`src/rtl/memwin_pkg.sv`:
```
package memwin_pkg;

  typedef enum logic [3:0] {
    CMD_MRD   = 4'b0110,
    CMD_MWR   = 4'b0111,
    CMD_MRDM  = 4'b1100,
    CMD_MRDL  = 4'b1110,
    CMD_MWRI  = 4'b1111
  } mem_cmd_e;

  // True for the bus commands that address memory space.
  function automatic logic is_mem_cmd(input logic [3:0] cmd);
    logic r;
    case (cmd)
      CMD_MRD, CMD_MWR, CMD_MRDM, CMD_MRDL, CMD_MWRI: r = 1'b1;
      default:                                        r = 1'b0;
    endcase
    return r;
  endfunction

  // Byte lane that carries a given address bit.
  function automatic int lane_of(input int bit_pos);
    return bit_pos / 8;
  endfunction

endpackage

```
`src/rtl/memwin_base_reg.sv`:
```
module memwin_base_reg #(
  parameter int ADDR_W   = 32,
  parameter int WIN_LOG2 = 12,
  localparam int BE_W    = ADDR_W / 8,
  localparam int BASE_W  = ADDR_W - WIN_LOG2,
  localparam int ZERO_W  = WIN_LOG2 - 4
) (
  input  logic              clk,
  input  logic              hrst_n,
  input  logic              wr,
  input  logic [BE_W-1:0]   be,
  input  logic [ADDR_W-1:0] wdata,
  input  logic              prefetch_dis,
  output logic [BASE_W-1:0] base,
  output logic [ADDR_W-1:0] rdata
);
  import memwin_pkg::*;

  logic [BASE_W-1:0] base_q;
  logic [BASE_W-1:0] lane_on;   // per-bit write permission from byte enables

  for (genvar i = 0; i < BASE_W; i++) begin : g_lane
    localparam int LANE = lane_of(i + WIN_LOG2);
    assign lane_on[i] = be[LANE];
  end

  always_ff @(posedge clk or negedge hrst_n) begin
    if (!hrst_n) begin
      base_q <= '0;
    end else if (wr) begin
      base_q <= (base_q & ~lane_on) | (wdata[ADDR_W-1:WIN_LOG2] & lane_on);
    end
  end

  assign base  = base_q;
  assign rdata = {base_q, {ZERO_W{1'b0}}, ~prefetch_dis, 3'b000};

  // base only moves on a write
  a_r5_hold_without_write: assert property (@(posedge clk) disable iff (!hrst_n)
    !wr |=> $stable(base_q));

  // a write with every base lane disabled leaves the base alone
  a_r5_masked_write: assert property (@(posedge clk) disable iff (!hrst_n)
    (wr && lane_on == '0) |=> $stable(base_q));

endmodule

```
`src/rtl/memwin_addr_match.sv`:
```
module memwin_addr_match #(
  parameter int ADDR_W     = 32,
  parameter int WIN_LOG2   = 12,
  parameter int DISC_BYTES = 32,
  localparam int BASE_W    = ADDR_W - WIN_LOG2
) (
  input  logic                addr_valid,
  input  logic                mem_en,
  input  logic [3:0]          cmd,
  input  logic [ADDR_W-1:0]   ad,
  input  logic                burst,
  input  logic [BASE_W-1:0]   base,
  output logic                hit,
  output logic                hit_low_burst,
  output logic [WIN_LOG2-1:0] offset
);
  import memwin_pkg::*;

  localparam logic [WIN_LOG2-1:0] DISC_LIM = WIN_LOG2'(DISC_BYTES);

  logic cmd_ok;
  logic base_eq;
  logic in_low;

  assign cmd_ok        = is_mem_cmd(cmd);
  assign base_eq       = (ad[ADDR_W-1:WIN_LOG2] == base);
  assign offset        = ad[WIN_LOG2-1:0];
  assign in_low        = (offset < DISC_LIM);
  assign hit           = addr_valid && mem_en && cmd_ok && base_eq;
  assign hit_low_burst = hit && burst && in_low;

endmodule

```
`src/rtl/memwin_claim_pipe.sv`:
```
module memwin_claim_pipe #(
  parameter int WIN_LOG2   = 12,
  parameter int DISC_BYTES = 32
) (
  input  logic                clk,
  input  logic                hrst_n,
  input  logic                soft_rst,
  input  logic                hit,
  input  logic                hit_low_burst,
  input  logic [WIN_LOG2-1:0] offset,
  output logic                claim,
  output logic                disconnect,
  output logic [WIN_LOG2-1:0] claim_offset
);
  localparam logic [WIN_LOG2-1:0] DISC_LIM = WIN_LOG2'(DISC_BYTES);

  always_ff @(posedge clk or negedge hrst_n) begin
    if (!hrst_n) begin
      claim        <= 1'b0;
      disconnect   <= 1'b0;
      claim_offset <= '0;
    end else if (soft_rst) begin
      claim        <= 1'b0;
      disconnect   <= 1'b0;
      claim_offset <= '0;
    end else begin
      claim        <= hit;
      disconnect   <= hit_low_burst;
      claim_offset <= hit ? offset : '0;
    end
  end

  // a qualifying phase is claimed on the next cycle
  a_r7_claim_follows_hit: assert property (@(posedge clk) disable iff (!hrst_n)
    (hit && !soft_rst) |=> claim);

  // the claim is one cycle wide
  a_r11_claim_pulse: assert property (@(posedge clk) disable iff (!hrst_n)
    !hit |=> !claim);

  // soft reset drops a pending claim
  a_r6_soft_drops_claim: assert property (@(posedge clk) disable iff (!hrst_n)
    soft_rst |=> (!claim && !disconnect));

  // disconnect only accompanies a claim inside the low region
  a_r10_disc_with_claim: assert property (@(posedge clk) disable iff (!hrst_n)
    disconnect |-> (claim && claim_offset < DISC_LIM));

  // offset is zero while unclaimed
  a_r9_offset_idle_zero: assert property (@(posedge clk) disable iff (!hrst_n)
    !claim |-> (claim_offset == '0));

endmodule

```
`src/rtl/memwin_bar.sv`:
```
module memwin_bar #(
  parameter int ADDR_W     = 32,
  parameter int WIN_LOG2   = 12,
  parameter int DISC_BYTES = 32,
  localparam int BE_W      = ADDR_W / 8,
  localparam int BASE_W    = ADDR_W - WIN_LOG2
) (
  input  logic                clk,
  input  logic                hrst_n,
  input  logic                soft_rst,
  input  logic                cfg_wr,
  input  logic [BE_W-1:0]     cfg_be,
  input  logic [ADDR_W-1:0]   cfg_wdata,
  output logic [ADDR_W-1:0]   cfg_rdata,
  input  logic                mem_en,
  input  logic                prefetch_dis,
  input  logic                addr_valid,
  input  logic [3:0]          bus_cmd,
  input  logic [ADDR_W-1:0]   ad,
  input  logic                burst,
  output logic                claim,
  output logic [WIN_LOG2-1:0] claim_offset,
  output logic                disconnect
);

  logic [BASE_W-1:0]   base;
  logic                hit;
  logic                hit_low_burst;
  logic [WIN_LOG2-1:0] offset;

  memwin_base_reg #(.ADDR_W(ADDR_W), .WIN_LOG2(WIN_LOG2)) u_base (
    .clk          (clk),
    .hrst_n       (hrst_n),
    .wr           (cfg_wr),
    .be           (cfg_be),
    .wdata        (cfg_wdata),
    .prefetch_dis (prefetch_dis),
    .base         (base),
    .rdata        (cfg_rdata)
  );

  memwin_addr_match #(.ADDR_W(ADDR_W), .WIN_LOG2(WIN_LOG2), .DISC_BYTES(DISC_BYTES)) u_match (
    .addr_valid    (addr_valid),
    .mem_en        (mem_en),
    .cmd           (bus_cmd),
    .ad            (ad),
    .burst         (burst),
    .base          (base),
    .hit           (hit),
    .hit_low_burst (hit_low_burst),
    .offset        (offset)
  );

  memwin_claim_pipe #(.WIN_LOG2(WIN_LOG2), .DISC_BYTES(DISC_BYTES)) u_pipe (
    .clk           (clk),
    .hrst_n        (hrst_n),
    .soft_rst      (soft_rst),
    .hit           (hit),
    .hit_low_burst (hit_low_burst),
    .offset        (offset),
    .claim         (claim),
    .disconnect    (disconnect),
    .claim_offset  (claim_offset)
  );

  // nothing is claimed unless memory decoding was enabled
  a_r8_enable_gate: assert property (@(posedge clk) disable iff (!hrst_n)
    claim |-> $past(mem_en));

  // a claim implies the phase address matched the base in force then
  a_r8_base_match: assert property (@(posedge clk) disable iff (!hrst_n)
    claim |-> ($past(ad[ADDR_W-1:WIN_LOG2]) == $past(base)));

  // soft reset never disturbs the base
  a_r6_soft_keeps_base: assert property (@(posedge clk) disable iff (!hrst_n)
    (soft_rst && !cfg_wr) |=> $stable(base));

endmodule

```
`config.mk`:
```
export PLATFORM = sky130hd
export DESIGN_NAME = memwin_bar
export DESIGN_NICKNAME = d
export VERILOG_FILES = /design/src/rtl/memwin_pkg.sv /design/src/rtl/memwin_base_reg.sv /design/src/rtl/memwin_addr_match.sv /design/src/rtl/memwin_claim_pipe.sv /design/src/rtl/memwin_bar.sv
export SDC_FILE = /design/constraint.sdc
export NUM_CORES = 1
export LEC_CHECK = 0
export BUFFER_PORTS_ARGS = -buffer_cell sky130_fd_sc_hd__buf_2
export CAP_MARGIN = 20
export CORE_MARGIN = 5
export CORE_UTILIZATION = 37
export DETAILED_ROUTE_END_ITERATION = 6
export HOLD_SLACK_MARGIN = 0.1
export PLACE_DENSITY_LB_ADDON = 0.05
export SLEW_MARGIN = 20
export SYNTH_ARGS = -nofsm -noshare
export SYNTH_HDL_FRONTEND = slang
export SYNTH_SLANG_ARGS = --single-unit
```
`constraint.sdc`:
```
create_clock -name clk -period 2 [get_ports clk]
set_input_delay 0.1 -clock clk [delete_from_list [all_inputs] [get_ports clk]]
set_output_delay 0.1 -clock clk [all_outputs]
set_load 0.02 [all_outputs]
```
**Word level (Yosys, flattened, before mapping)**

Cells that the tools add are included.

- Equality and inequality tests: 6
- Bitwise operators: 5
- $lt $le $gt $ge: 1
- Reductions and logical operators: 6
- Multiplexer cells: 5

Operators by type and width:

| operator | number |
|---|---|
| AND 20 bit | 2 |
| 2-to-1 mux 12 bit | 2 |
| equality test 20 bit | 1 |
| NOT 20 bit | 1 |
| bitwise OR 20 bit | 1 |
| equality test 4 bit (second input constant) | 3 |
| less-than comparator 12 x 6 -> 1 bit (second input constant) | 1 |
| equality test 4 x 3 -> 1 bit (second input constant) | 2 |
| logical AND 1 bit | 5 |
| OR reduction 5 bit | 1 |
| 2-to-1 mux 1 bit | 3 |
| NOT 1 bit | 1 |

- Bits of input ports: 80
- Word-level logic and storage cells: 27
- Bits in registers: 34
- Output and inout bits: 46

**Longest topological paths before layout**

Gate-level depths: netlist of the first run.

- Depth in word-level cells: 8
- Depth in mapped cells: 5
- Gate-level depth less buffers: 4

**Modules after synthesis**

A second synthesis of the first run with hierarchy kept.

- Cells, all modules: 151
- Area, all modules: 1828.0 µm²

Modules (own cells, without submodules):

| module | seq. area each (µm²) | area each (µm²) | instances | cells each |
|---|---|---|---|---|
| memwin_base_reg | 500.5 | 982.2 | 1 | 76 |
| memwin_claim_pipe | 350.3 | 484.2 | 1 | 30 |
| memwin_addr_match | 0.0 | 361.6 | 1 | 45 |

**Worst setup path before layout of the first run**

No wires, ideal clock.

- Path kind: register -> register
- Start point: register with a tool-made name
- End point: register u_pipe.claim_offset[2]
- Clock period less this slack: 1.437 ns
- Arrival time: 1.369 ns
- Library setup time: 0.068 ns
- Required time: 1.932 ns
- Path buffers: 1
- Path slack: 0.563 ns
- Stages on the path, launching flop included: 5
- Cells stage by stage: dfrtp_1 -> xor2_1 -> nor4_2 -> buf_4 -> and4_1

RTL lines:

| element | line | text |
|---|---|---|
| to (signal assigned) | memwin_claim_pipe.sv:29 | `claim_offset <= hit ? offset : '0;` |
| to (decl) | memwin_claim_pipe.sv:13 | `output logic [WIN_LOG2-1:0] claim_offset` |

==> summary.txt, run 1 <==
Floorplan
  – Core area: around 4000 um2
  – Rows: 23
  – Die area: about 5700 um2
  – Die H: 75.4 um
  – Starting Density: 0.388
  – Boundary Pins: 126
  – Die X: ~75 um

Drt
  – Vias per cell: 4.50
  – Drt drc: 0
  – Initial DRC Count: 35
  – Routed wire length: 4340 um
  – Final ANT Viol Nets: 0
  – WL/cell: 14.1 um
  – Vias post-DR: 1385
  – TritonRoute pass-1 iters: 4

GRT
  – First-pass GRT wire length: 6850 um
  – GRT overflow: 0
  – Vias in the first global route: approximately 1600
  – Initial antenna violation count: 0
  – Total track usage: 0.160
  – Largest net degree at the start of global routing: 35

Power
  – PD cells: 745 nW/um2
  – Peak VDD IR: 0.555 mV
  – Static Leak: roughly 1.3 nW

Synthesis
  – Synth top area cells: dfrtp_1 54%, mux2_2 14%, xnor2_1 8.8%, and4_1 6.6%, buf_4 5.7%
  – Synth top area share: 0.537
  – Seq cells post-synth: 34
  – Seq/Total Area, Yosys: 0.537
  – Synth warn: 0
  – Mapped Cells: 120
  – Synthesized area: 1580 um2
  – Mean Syn Cell Area: 13.2 um2
  – Synth unique cells: 19
  – Yosys top cell by area: dfrtp_1

Flow run
  – Max-cap viol count: 0

Worst setup path
  – Req. time, crit path: 2.22 ns
  – Critical path arrival: about 1.9 ns
  – Largest fanout on the critical path: 14
  – FF-to-FF path depth: 4
  – Worst reg-to-reg setup slack: around 0.35 ns
  – WS Path Type: reg2reg
  – Worst reg2reg path endpoint: u_pipe.claim_offset[8]$_DFF_PN0_
  – Worst setup EP type: register
  – Startpoint Class: register

Clock tree
  – Number of CTS-inserted buffers: 5
  – CTS tree: done
  – Setup Buffers After CTS: 0
  – CTS Sinks: 34
  – Worst-skew pair later-pin latency: 0.28 ns
  – CTS H-tree lvls: 2
  – Clock transition at path regs: 0.07 ns
  – Clock root buffer: clkbuf_8
  – Clock buffer depth: 2

Place
  – Number of port buffers: a little over 100
  – GP Congestion: 0.784
  – Final HPWL DP: 3170 um

Cells and area
  – Fin nets: 338
  – # diodes: 0
  – Fillers: approximately 340
  – Share of cells above drive strength 1: 0.512
  – Syn-to-layout area delta: 60.3%

STA
  – Tcrit/Tclk final: 0.824
  – Slew Viols, Final: 0
  – Hold Violations, Final: 0
  – WHS: 0.280 ns
  – Max transition margin: 0.493
  – Final Critical Period: 1.65 ns
  – Final setup fails: 0
  – Max frequency: 607 MHz
  – Worst Tran Pin Value: 0.761 ns
  – RSZ-0062 raised after global routing: false
  – TNS Setup: 0 ns
  – Layout Skew: 0.00499 ns

Hold path
  – Worst Hold Depth: 3
  – Hold/Removal Path Class: in2reg
  – Hold path start: cfg_be[1]

Outcome
  – Status: finished clean
per-stage QoR:
step                      setup slack (ns)  instances  area, um2  utilization  power, mW
after detailed placement             0.332        268       2100        0.513       1.23
final                                0.351        308       2540        0.622       1.89
after global routing                 0.179        308       2540        0.622       1.99
after CTS                            0.325        308       2540        0.622       1.92
after global placement               0.386        268       2100        0.513       1.22
after floorplan                      0.563        130       1620            -       1.07
cells by family (layout without fill, tap and decap cells):
logic type,Yosys count,in the layout,synth area share
compound gates,1,1,0.00316
xor+xnor,20,20,0.111
buf+inv,16,144,0.0679
flops,34,34,0.537
mux,20,20,0.142
other cells,1,11,0.00237
simple gates,28,28,0.137
worst max path at each step:
stage	start	end	slack, ns	cells past startpoint
floorplan	register	u_pipe.claim_offset[2]$_DFF_PN0_	0.56	4
global placement	register	u_pipe.claim_offset[7]$_DFF_PN0_	0.39	4
detailed placement	register	u_pipe.claim_offset[8]$_DFF_PN0_	0.33	4
CTS	register	u_pipe.claim_offset[8]$_DFF_PN0_	0.32	4
global route	register	u_pipe.claim_offset[8]$_DFF_PN0_	0.18	4
finish	register	u_pipe.claim_offset[8]$_DFF_PN0_	0.35	4
power by group:
group          switching [mW]  total [mW]  leakage, nW  internal (mW)
sequential             0.0534       0.802        0.430          0.748
combinational           0.226       0.459        0.817          0.233
clock                   0.233       0.631       0.0573          0.398
total                   0.513        1.89         1.30           1.38
metal layers:
layer	share of wire	track usage
met1	0.39	0.182
met2	0.48	0.277
met3	0.11	0.0501
met4	0.017	0.0680
met5	0	0
cells in the mapped netlist:
cell type and count:
a21oi_1 1, and3_1 3, and4_1 12, buf_2 1
buf_4 12, clkbuf_2 1, conb_1 1, dfrtp_1 34
inv_1 2, mux2_2 20, nand2_1 3, nand4_1 4
nand4b_1 1, nor3_2 2, nor4_1 1, nor4_2 1
nor4b_1 1, xnor2_1 16, xor2_1 4
cell type report:
class	count	area, um2	area share
flip-flops and latches	34	851	0.335
repair buffers	135	843	0.332
multi-input cells	80	663	0.261
clock buffers	6	82.6	0.0325
well taps	50	62.6	0.0246
clock inverters	1	30.0	0.0118
inverters	2	7.51	0.00296
layout by cell type (no fill, tap or decap):
master	instances
buf_2	101
dfrtp_1	34
dlygate4sd3_1	33
mux2_2	20
xnor2_1	16
and4_1	12
conb_1	11
clkbuf_8	6
nand4_1	4
xor2_1	4
and3_1	3
nand2_1	3
nor3_2	2
inv_1	2
nand4b_1	1
a21oi_1	1
nor4_2	1
nor4b_1	1
nor4_1	1
bufinv_16	1
buf_4	1
worst max-delay path, stage by stage (launching register included):
cell     delay (ns)
dfrtp_1        0.40
xnor2_1        0.17
nand4_1        0.15
nor3_2         0.57
and4_1         0.30
timing repair:
action | in CTS | in global routing
gates resized for setup | 0 | 0
hold endpoints to repair | 66 | 0
hold buffers | 33 | 0
(Power assumes the default switching activity.)
==> run 2, diff against run 1 <==
- CORE_UTILIZATION: 37 -> 35
- clock period: 2 -> 1.4 ns (I/O delays scaled with it)
==> run 2 against run 1 <==
Against the previous run: non-clock buffer count rose by 6; maximum frequency rose by 20%; wire length fell by 0.88%; die area increased by 5.0%; largest cell class is now buffers; highest routed layer unchanged.
==> summary.txt, run 2 (synthesis gave the netlist of run 1 again) <==
Clock tree
  – Clock buffer depth: 2 (unchanged)
  – Clock root buffer: clkbuf_8
  – Number of CTS-inserted buffers: 5 (unchanged)
  – CTS Sinks: 34 (unchanged)
  – CTS H-tree lvls: 2 (unchanged)
  – Clock transition at path regs: 0.07 ns (about the same)
  – Worst-skew pair later-pin latency: 0.28 ns (about the same)
  – CTS tree: done

Drt
  – Wl on met1: 1560 um (-7.1%)
  – Initial DRC Count: 29 (-17%)
  – Routed wire length: 4300 um (-0.88%)
  – Final ANT Viol Nets: 0 (unchanged)
  – Vias per cell: 4.41 (-2.0%)
  – Top layer in use: met4
  – TritonRoute pass-1 iters: 4 (unchanged)
  – Vias post-DR: 1397 (+0.87%)
  – WL/cell: 13.6 um (-3.7%)
  – Met2 wire len: 2290 um (+9.2%)
  – WL met3: 401 um (-17%)
  – Drt drc: 0 (unchanged)

Power
  – Sequential power share: 0.432 (+0.008)
  – Power share of the combinational group: 0.252 (+0.009)
  – Static Leak: 1.33 nW (+2.3%)
  – Tot Pwr: 2.66 mW (+40%)
  – P_int: 1.91 mW (+39%)
  – Peak VDD IR: 0.562 mV (+1.4%)
  – Clock power frac: 0.316 (-0.018)
  – Switching share of power: 0.280 (+0.00915)
  – PD cells: 1020 nW/um2 (+38%)
  – Total net switching power: 0.744 mW (+45%)

STA
  – Tcrit/Tclk final: 0.985 (+0.160)
  – Slew Viols, Final: 0 (unchanged)
  – Max frequency: 726 MHz (+20%)
  – Final setup fails: 0 (unchanged)
  – RSZ-0062 raised after global routing: true
  – Final Critical Period: 1.38 ns (-0.270 ns)
  – Hold Violations, Final: 0 (unchanged)
  – TNS Setup: 0 ns (unchanged)
  – Layout Skew: 0.00681 ns (+0.00182 ns)

GRT
  – Vias in the first global route: 1498 (-3.7%)
  – Total track usage: 0.145 (-0.0150)
  – GRT overflow: 0 (unchanged)
  – Largest net degree at the start of global routing: 20 (-43%)
  – First-pass GRT wire length: 6980 um (+1.8%)
  – Initial antenna violation count: 0 (unchanged)

Worst setup path
  – CP bufs+invs: 2 (+2)
  – Worst reg2reg path endpoint: u_pipe.claim_offset[9]$_DFF_PN0_
  – Worst path depth: 5 (+1)
  – Req. time, crit path: 1.62 ns (-0.60 ns)
  – Largest fanout on the critical path: 9 (-5)
  – Worst reg-to-reg setup slack: 0.02 ns (-0.33 ns)
  – Slowest stage delay, CP: 0.42 ns (-0.15 ns)
  – CP max stage cell: dfrtp_2
  – CP most frequent cell: buf_4
  – Worst setup EP type: register
  – Critical path arrival: 1.60 ns (-0.27 ns)
  – FF-to-FF path depth: 5 (+1)
  – Crit-path cells: xor2_1, nor4_2, buf_4, buf_4, and4_1
  – Startpoint Class: register
  – CP top delay family: simple AND/OR/NAND/NOR gates
  – WS Path Type: reg2reg

Floorplan
  – Rows: 24 (+4.3%)
  – Die H: 77.3 um (+2.4%)
  – Core area: 4380 um2 (+7.3%)
  – Starting Density: 0.361 (-0.0263)
  – Boundary Pins: 126 (unchanged)
  – Die X: 77.3 um (+2.4%)
  – Die area: 5970 um2 (+5.0%)

Hold path
  – Hold/Removal Path Class: in2async

Cells and area
  – Syn-to-layout area delta: 63.7%
  – Commonest non-fill, non-tap cell in the layout: buf_2
  – Commonest cells after routing, fill and taps aside: 101 x buf_2, 33 x dlygate4sd3_1, 31 x dfrtp_1, 20 x mux2_2, 16 x xnor2_1
  – # diodes: 0 (unchanged)
  – Fin nets: 344 (+1.8%)
  – Final Cell Area: 2590 um2 (+2.1%)
  – Final core utilization: 0.591 (-0.0302)
  – Share of cells above drive strength 1: 0.536 (+0.0242)

Place
  – Placed Instance Area: 2130 um2 (+1.4%)
  – GP Congestion: 0.698 (-11%)
  – Number of port buffers: 101 (unchanged)
  – Final HPWL DP: 3390 um (+6.9%)

Flow run
  – Max-cap viol count: 0 (unchanged)

Outcome
  – Status: finished clean
## run 2: changes by cell type in the layout (fill, tap and decap cells not counted)
| cell | change |
|---|---|
| buf_4 | +5 |
| buf_6 | +1 |
| clkbuf_8 | +2 |
| bufinv_16 | -1 |
| dfrtp_2 | +3 |
| dfrtp_1 | -3 |
## run 2: cell type report
cell class | instances | area [um2]
flip-flops and latches | 34 | 855
inverters | 2 | 7.51
multi-input cells | 80 | 663
repair buffers | 141 | 892
fillers | 390 | 1790
well taps | 52 | 65.1
clock buffers | 8 | 110
## run 2: stage by stage
| step | instances | setup WS, ns | hold slack, ns |
|---|---|---|---|
| floorplan | 130 | 0.000246 | -0.226 |
| finish | 317 | 0.0217 | 0.234 |
| global route | 317 | -0.0656 | 0.260 |
| CTS | 314 | -0.00606 | 0.257 |
| detailed placement | 273 | 0.0317 | 0.0133 |
| global placement | 273 | 0.0518 | 0.00403 |
## run 2: how the worst max path moves through the flow
stage / from / endpoint / slack, ns
floorplan: register / u_pipe.claim_offset[10]$_DFF_PN0_ / 0.0002
global placement: register / u_pipe.disconnect$_DFF_PN0_ / 0.05
detailed placement: register / u_pipe.disconnect$_DFF_PN0_ / 0.03
CTS: register / u_pipe.disconnect$_DFF_PN0_ / -0.006
global route: register / u_pipe.claim_offset[3]$_DFF_PN0_ / -0.07
finish: register / u_pipe.claim_offset[9]$_DFF_PN0_ / 0.02
## run 2: repair_timing
item | CTS | global route
gates resized for setup | 0 | 1
setup buffers | 0 | 3
hold buffers | 33 | 0
gates cloned | 0 | 0
endpoints found under the setup margin | 1 | 14
pin swaps | 0 | 2
endpoints found under the hold margin | 47 | 0
## run 2: per-layer routing
metal  vias up  track usage
li1        689            -
met1       643        0.154
met2        60        0.261
met3         5       0.0585
met4         0       0.0412
met5         -            0
## run 2: power by group through the flow
stage          Combinational [mW]  Clock [mW]  Sequential, mW
2_1_floorplan               0.260           0            1.27
3_3_place_gp                0.580           0            1.16
3_5_place_dp                0.593           0            1.17
4_1_cts                     0.668       0.867            1.15
5_1_grt                     0.725       0.908            1.16
6_report                    0.668       0.840            1.15
